### config.mk
export PLATFORM = sky130hd
export DESIGN_NAME = periodic_irq_divider
export DESIGN_NICKNAME = d
export VERILOG_FILES = /design/src/rtl/pid_pkg.sv /design/src/rtl/pid_tick_counter.sv /design/src/rtl/pid_rate_decode.sv /design/src/rtl/pid_status.sv /design/src/rtl/periodic_irq_divider.sv
export SDC_FILE = /design/constraint.sdc
export NUM_CORES = 1
export LEC_CHECK = 0
export BUFFER_PORTS_ARGS = -buffer_cell sky130_fd_sc_hd__buf_2
export CAP_MARGIN = 20
export CORE_ASPECT_RATIO = 0.75
export CORE_MARGIN = 5
export CORE_UTILIZATION = 59
export DETAILED_ROUTE_END_ITERATION = 10
export PLACE_DENSITY_LB_ADDON = 0.25
export SETUP_SLACK_MARGIN = 0.3
export SYNTH_ARGS = -nofsm -noshare
export SYNTH_HDL_FRONTEND = slang
export SYNTH_SLANG_ARGS = --single-unit
### constraint.sdc
create_clock -name clk -period 2.9 [get_ports clk]
set_input_delay 0.29 -clock clk [delete_from_list [all_inputs] [get_ports clk]]
set_output_delay 0.29 -clock clk [all_outputs]
set_load 0.02 [all_outputs]
### src/rtl/pid_pkg.sv
package pid_pkg;
   // width of the effective (remapped) rate code
   function automatic int unsigned eff_width(input int unsigned rate_w);
      return rate_w + 1;
   endfunction
   // largest effective code a rate field can produce
   function automatic int unsigned max_code(input int unsigned rate_w);
      return (1 << rate_w) - 1;
   endfunction
endpackage

### src/rtl/pid_tick_counter.sv
module pid_tick_counter #(
   parameter int unsigned CNT_W = 15
) (
   input  logic             clk,
   input  logic             rst_n,
   input  logic             tick_i,
   output logic [CNT_W-1:0] cnt_nxt_o
);
   logic [CNT_W-1:0] cnt_q;

   assign cnt_nxt_o = cnt_q + CNT_W'(1);

   always_ff @(posedge clk or negedge rst_n) begin
      if (!rst_n)      cnt_q <= '0;
      else if (tick_i) cnt_q <= cnt_nxt_o;
   end

   // the count only moves on a tick
   assert_count_hold_R2: assert property (@(posedge clk) disable iff (!rst_n)
      !tick_i |=> $stable(cnt_q));
endmodule

### src/rtl/pid_rate_decode.sv
module pid_rate_decode
   import pid_pkg::*;
#(
   parameter int unsigned RATE_W    = 4,
   parameter int unsigned CNT_W     = 15,
   parameter bit          REMAP_LOW = 1'b1
) (
   input  logic [RATE_W-1:0] rate_i,
   input  logic              pie_i,
   output logic              en_o,
   output logic [CNT_W-1:0]  mask_o
);
   localparam int unsigned EFF_W = eff_width(RATE_W);

   logic [EFF_W-1:0] eff;

   generate
      if (REMAP_LOW) begin : g_remap
         always_comb begin
            if (rate_i == RATE_W'(1) || rate_i == RATE_W'(2))
               eff = {1'b0, rate_i} + EFF_W'(7);
            else
               eff = {1'b0, rate_i};
         end
      end else begin : g_plain
         always_comb eff = {1'b0, rate_i};
      end
   endgenerate

   assign en_o = pie_i && (rate_i != '0);

   // period is 2^(eff-1): low (eff-1) bits form the alignment mask
   for (genvar i = 0; i < CNT_W; i++) begin : g_mask
      assign mask_o[i] = (EFF_W'(i + 1) < eff);
   end
endmodule

### src/rtl/pid_status.sv
module pid_status (
   input  logic clk,
   input  logic rst_n,
   input  logic evt_i,
   input  logic tick_i,
   input  logic en_i,
   input  logic clr_i,
   input  logic suppress_i,
   output logic flag_irq_o,
   output logic flag_per_o,
   output logic irq_o
);
   always_ff @(posedge clk or negedge rst_n) begin
      if (!rst_n) begin
         flag_irq_o <= 1'b0;
         flag_per_o <= 1'b0;
      end else if (evt_i) begin
         flag_irq_o <= 1'b1;
         flag_per_o <= 1'b1;
      end else if (clr_i) begin
         flag_irq_o <= 1'b0;
         flag_per_o <= 1'b0;
      end
   end

   assign irq_o = flag_irq_o & ~suppress_i;

   assert_evt_sets_R5: assert property (@(posedge clk) disable iff (!rst_n)
      evt_i |=> (flag_irq_o && flag_per_o));
   assert_flag_pair_R5: assert property (@(posedge clk) disable iff (!rst_n)
      flag_per_o |-> flag_irq_o);
   assert_clear_R6: assert property (@(posedge clk) disable iff (!rst_n)
      (clr_i && !evt_i) |=> (!flag_irq_o && !flag_per_o));
   assert_no_evt_off_R4: assert property (@(posedge clk) disable iff (!rst_n)
      !en_i |-> !evt_i);
   assert_tick_only_R9: assert property (@(posedge clk) disable iff (!rst_n)
      evt_i |-> tick_i);
   assert_suppress_R8: assert property (@(posedge clk) disable iff (!rst_n)
      suppress_i |-> !irq_o);
   assert_level_R7: assert property (@(posedge clk) disable iff (!rst_n)
      (irq_o && !clr_i && !suppress_i) |=> (irq_o || suppress_i));
endmodule

### src/rtl/periodic_irq_divider.sv
module periodic_irq_divider
   import pid_pkg::*;
#(
   parameter int unsigned RATE_W    = 4,
   parameter int unsigned CNT_W     = 15,
   parameter bit          REMAP_LOW = 1'b1
) (
   input  logic              clk,
   input  logic              rst_n,
   input  logic              tick_i,
   input  logic [RATE_W-1:0] rate_sel_i,
   input  logic              pie_i,
   input  logic              clr_i,
   input  logic              suppress_i,
   output logic              flag_irq_o,
   output logic              flag_per_o,
   output logic              irq_o
);
   localparam int unsigned MIN_CNT_W = max_code(RATE_W) - 1;

   generate
      if (CNT_W < MIN_CNT_W || RATE_W < 4) begin : g_bad_cfg
         $error("periodic_irq_divider: counter too narrow for the rate field");
      end
   endgenerate

   logic [CNT_W-1:0] cnt_nxt;
   logic [CNT_W-1:0] mask;
   logic             en;
   logic             evt;

   pid_tick_counter #(.CNT_W(CNT_W)) u_cnt (
      .clk       (clk),
      .rst_n     (rst_n),
      .tick_i    (tick_i),
      .cnt_nxt_o (cnt_nxt)
   );

   pid_rate_decode #(.RATE_W(RATE_W), .CNT_W(CNT_W), .REMAP_LOW(REMAP_LOW)) u_dec (
      .rate_i (rate_sel_i),
      .pie_i  (pie_i),
      .en_o   (en),
      .mask_o (mask)
   );

   // event on the tick whose new count sits on an aligned boundary
   assign evt = tick_i && en && ((cnt_nxt & mask) == '0);

   pid_status u_st (
      .clk        (clk),
      .rst_n      (rst_n),
      .evt_i      (evt),
      .tick_i     (tick_i),
      .en_i       (en),
      .clr_i      (clr_i),
      .suppress_i (suppress_i),
      .flag_irq_o (flag_irq_o),
      .flag_per_o (flag_per_o),
      .irq_o      (irq_o)
   );
endmodule

==> impl_metrics.csv <==
group,metric,value,unit
timing,fin_crit_sh,0.7782,
layout,drive_gt1_frac,0.1342,
clocking,cts_tree,"done",
routing,via_count,1102,
status,status,"finished, final reports clean",
worst_setup_path,cp-start-kind,"flip-flop",
timing,rsz0062_at_grt,"false",
timing,slew_violations,0,
place,hpwl,2.059,mm
die,rows,14,
worst_setup_path,path_max_fanout,6,
yosys,synth_top_area_frac,0.3158,
worst_setup_path,criticalPathCategory,"flip-flop to flip-flop",
place,place.gp.congestion,0.8773,
grt,grt.overflow.total,0,
clocking,htree_levels,1,
routing,wire_per_inst,16.25,um
routing,drt_iter0_drc,66,
routing,wl,2.812,mm
worst_setup_path,critical_path.top_delay_family,"compound AO/OA/AOI/OAI gates",
timing,worst_slew_pin_slew,0.5876,ns
worst_setup_path,cpPeakStageDelay,0.50,ns
worst_setup_path,required,3.09,ns
routing,remaining_drc_errors,0,
power,irDropWorstVdd,0.0005606,V
layout,fin_util,0.6441,
layout,diodes,0,
yosys,synth_top_area_cell,"dfrtp_1",
grt,grt_antenna_before_repair,0,
yosys,syn_avg_cell_area,8.490,sq um
yosys,yosysSeqAreaShare,0.3158,
grt,grt_usage,0.2005,
yosys,synthesis.nets,154,
yosys,synth-seq-cells,15,
clocking,cts_root_buf,"clkbuf_4",
die,initial_core_util,0.6059,
timing,timing.fmax,0.4431,GHz
clocking,clk_pin_slew_worst_paths,0.10,ns
grt,grt_pass1_wl,4.602,mm
yosys,netlist_area,1189,sq um
worst_setup_path,crit_chain,"ha_1 > and3_1 > a21boi_0 > o32ai_1 > a2111oi_0 > o41ai_1 > o41a_1",
die,core_area,1962,sq um
layout,fin_cells,173,
yosys,synth_cell_types,43,
yosys,synth_area_leaders,"dfrtp_1, xnor2_1, ha_1, nand3_1, a21oi_1",
layout,fillers,174,
worst_setup_path,slowest_stage,"a2111oi_0",
clocking,cts_buffers,3,
power,power,0.7461,mW
place,post-place-cells,168,
worst_setup_path,cp_data_arrival_time,2.44,ns
timing,fin_skew,0.01184,ns
timing,fin_hold_ws,0.3988,ns
yosys,yosys-top-cells-count,"dfrtp_1, xnor2_1, nand3_1, nand2_1, nor2_1",
yosys,synth_edf_count,0,
worst_setup_path,end_kind,"flip-flop",
power,powerDensity,590.4,nW/um^2
yosys,ys_warn_count,0,
die,design.portCount,13,
layout,nets,164,
die,die_h,48.87,um
yosys,synthFlopType,"dfrtp_1",
routing,drtAntennaViolNets,0,
grt,grt_pass1_vias,1022,
worst_setup_path,critPathBufInv,0,
timing,fin_setup_tns,0,ns
clocking,post-cts-setup-buffers,0,
flow_run,cap_violations,0,
yosys,netlist_instances,140,
clocking,clk_latency,0.29,ns
die,die-area,3022,sq um
clocking,cts.path.max_buffers,2,
routing,first_pass_iters,4,
timing,slew_headroom,0.6046,
die,die_width,61.83,um
timing,finalSetupViolCount,0,
power,power_leakage,0.5163,nW
timing,finalHoldViolations,0,
min_path,hold_class,"primary input to flip-flop",
timing,fin_crit,2.257,ns
clocking,cts.sinks,15,
layout,area_delta_synth_final,6.316,%
routing,drt-vias-per-instance,6.370,
grt,grt_max_degree,16,
yosys,synth-async-reset-ratio,1.000,
place,port_buffers,12,
==> layout by cell type (no fill, tap or decap), types with 3 or more instances in the layout <==
master,instances
a211oi_1,3
a21oi_1,8
buf_2,12
clkbuf_4,3
dfrtp_1,15
ha_1,4
inv_1,8
nand2_1,9
nand3_1,10
nand4_1,4
nor2_1,9
nor3_1,5
o21ai_0,5
xnor2_1,15
xor2_1,3
==> worst reg2reg max path, delay by kind of cell, from the launching register on <==
kind	cells	cell delay [ns]
DFF	1	0.43
and+or+nand+nor	1	0.27
adders and majority gates	1	0.31
AOI/OAI and AO/OA	5	1.17
==> registers in the layout, indices dropped and copies added (netlist names) <==
| name | cells |
|---|---|
| u_st.flag_per_o | 1 |
| u_cnt.cnt_q | 14 |
==> per-stage QoR <==
stage	worst slack, ns	area [sq um]
final	0.6434	1264
after floorplan	0.9347	1189
after global placement	0.6719	1227
after detailed placement	0.5385	1227
after global routing	0.4349	1264
after CTS	0.6736	1264
==> kinds of logic after synthesis <==
kind of cell               Yosys count  synth area share
and+or+nand+nor                     53            0.2358
muxes                                1          0.009473
DFF                                 15            0.3158
xor gates and xnor gates            18            0.1326
adders and majority gates            4           0.04211
AOI/OAI and AO/OA                   33            0.1958
buffers and inverters               16           0.06842
==> layout make-up <==
cell class                      count  area, sq um  area share
Clock buffer                        4        26.28     0.02079
Inverter                            8        30.03     0.02376
Multi-Input combinational cell    109        732.0      0.5792
Sequential cell                    15        375.4      0.2970
Tap cell                           24        30.03     0.02376
Timing Repair Buffer               13        70.07     0.05545
==> worst paths after layout <==
kind	start	end	slack, ns	cells past startpoint
max	u_cnt.cnt_q[0]	u_st.flag_per_o	0.64	7
min	tick_i	u_cnt.cnt_q[0]	0.40	2
max reg2reg	u_cnt.cnt_q[0]	u_st.flag_per_o	0.64	7
min reg2reg	u_cnt.cnt_q[13]	u_cnt.cnt_q[13]	0.52	1
max in group asynchronous	rst_n	u_cnt.cnt_q[1]	2.21	2
min in group asynchronous	rst_n	u_cnt.cnt_q[11]	0.42	2
==> report_power, final <==
part / total [mW] / internal [mW] / switching [mW]
registers: 0.327 / 0.256 / 0.0707
logic: 0.295 / 0.135 / 0.160
clock network: 0.124 / 0.0536 / 0.0706
==> layer usage <==
metal  up-vias  part of all wire  track usage
li1        522                 -            -
met1       517              0.41       0.2841
met2        59              0.47       0.2909
met3         4              0.11      0.05026
met4         0            0.0068      0.07067
met5         -                 0            0
==> what timing repair did <==
action,in CTS,in global routing
hold buffers,1,0
endpoints found under the hold margin,15,0
gates resized for setup,0,0
endpoints found under the setup margin,0,0
Note: power is estimated with default switching activity, not from simulation.
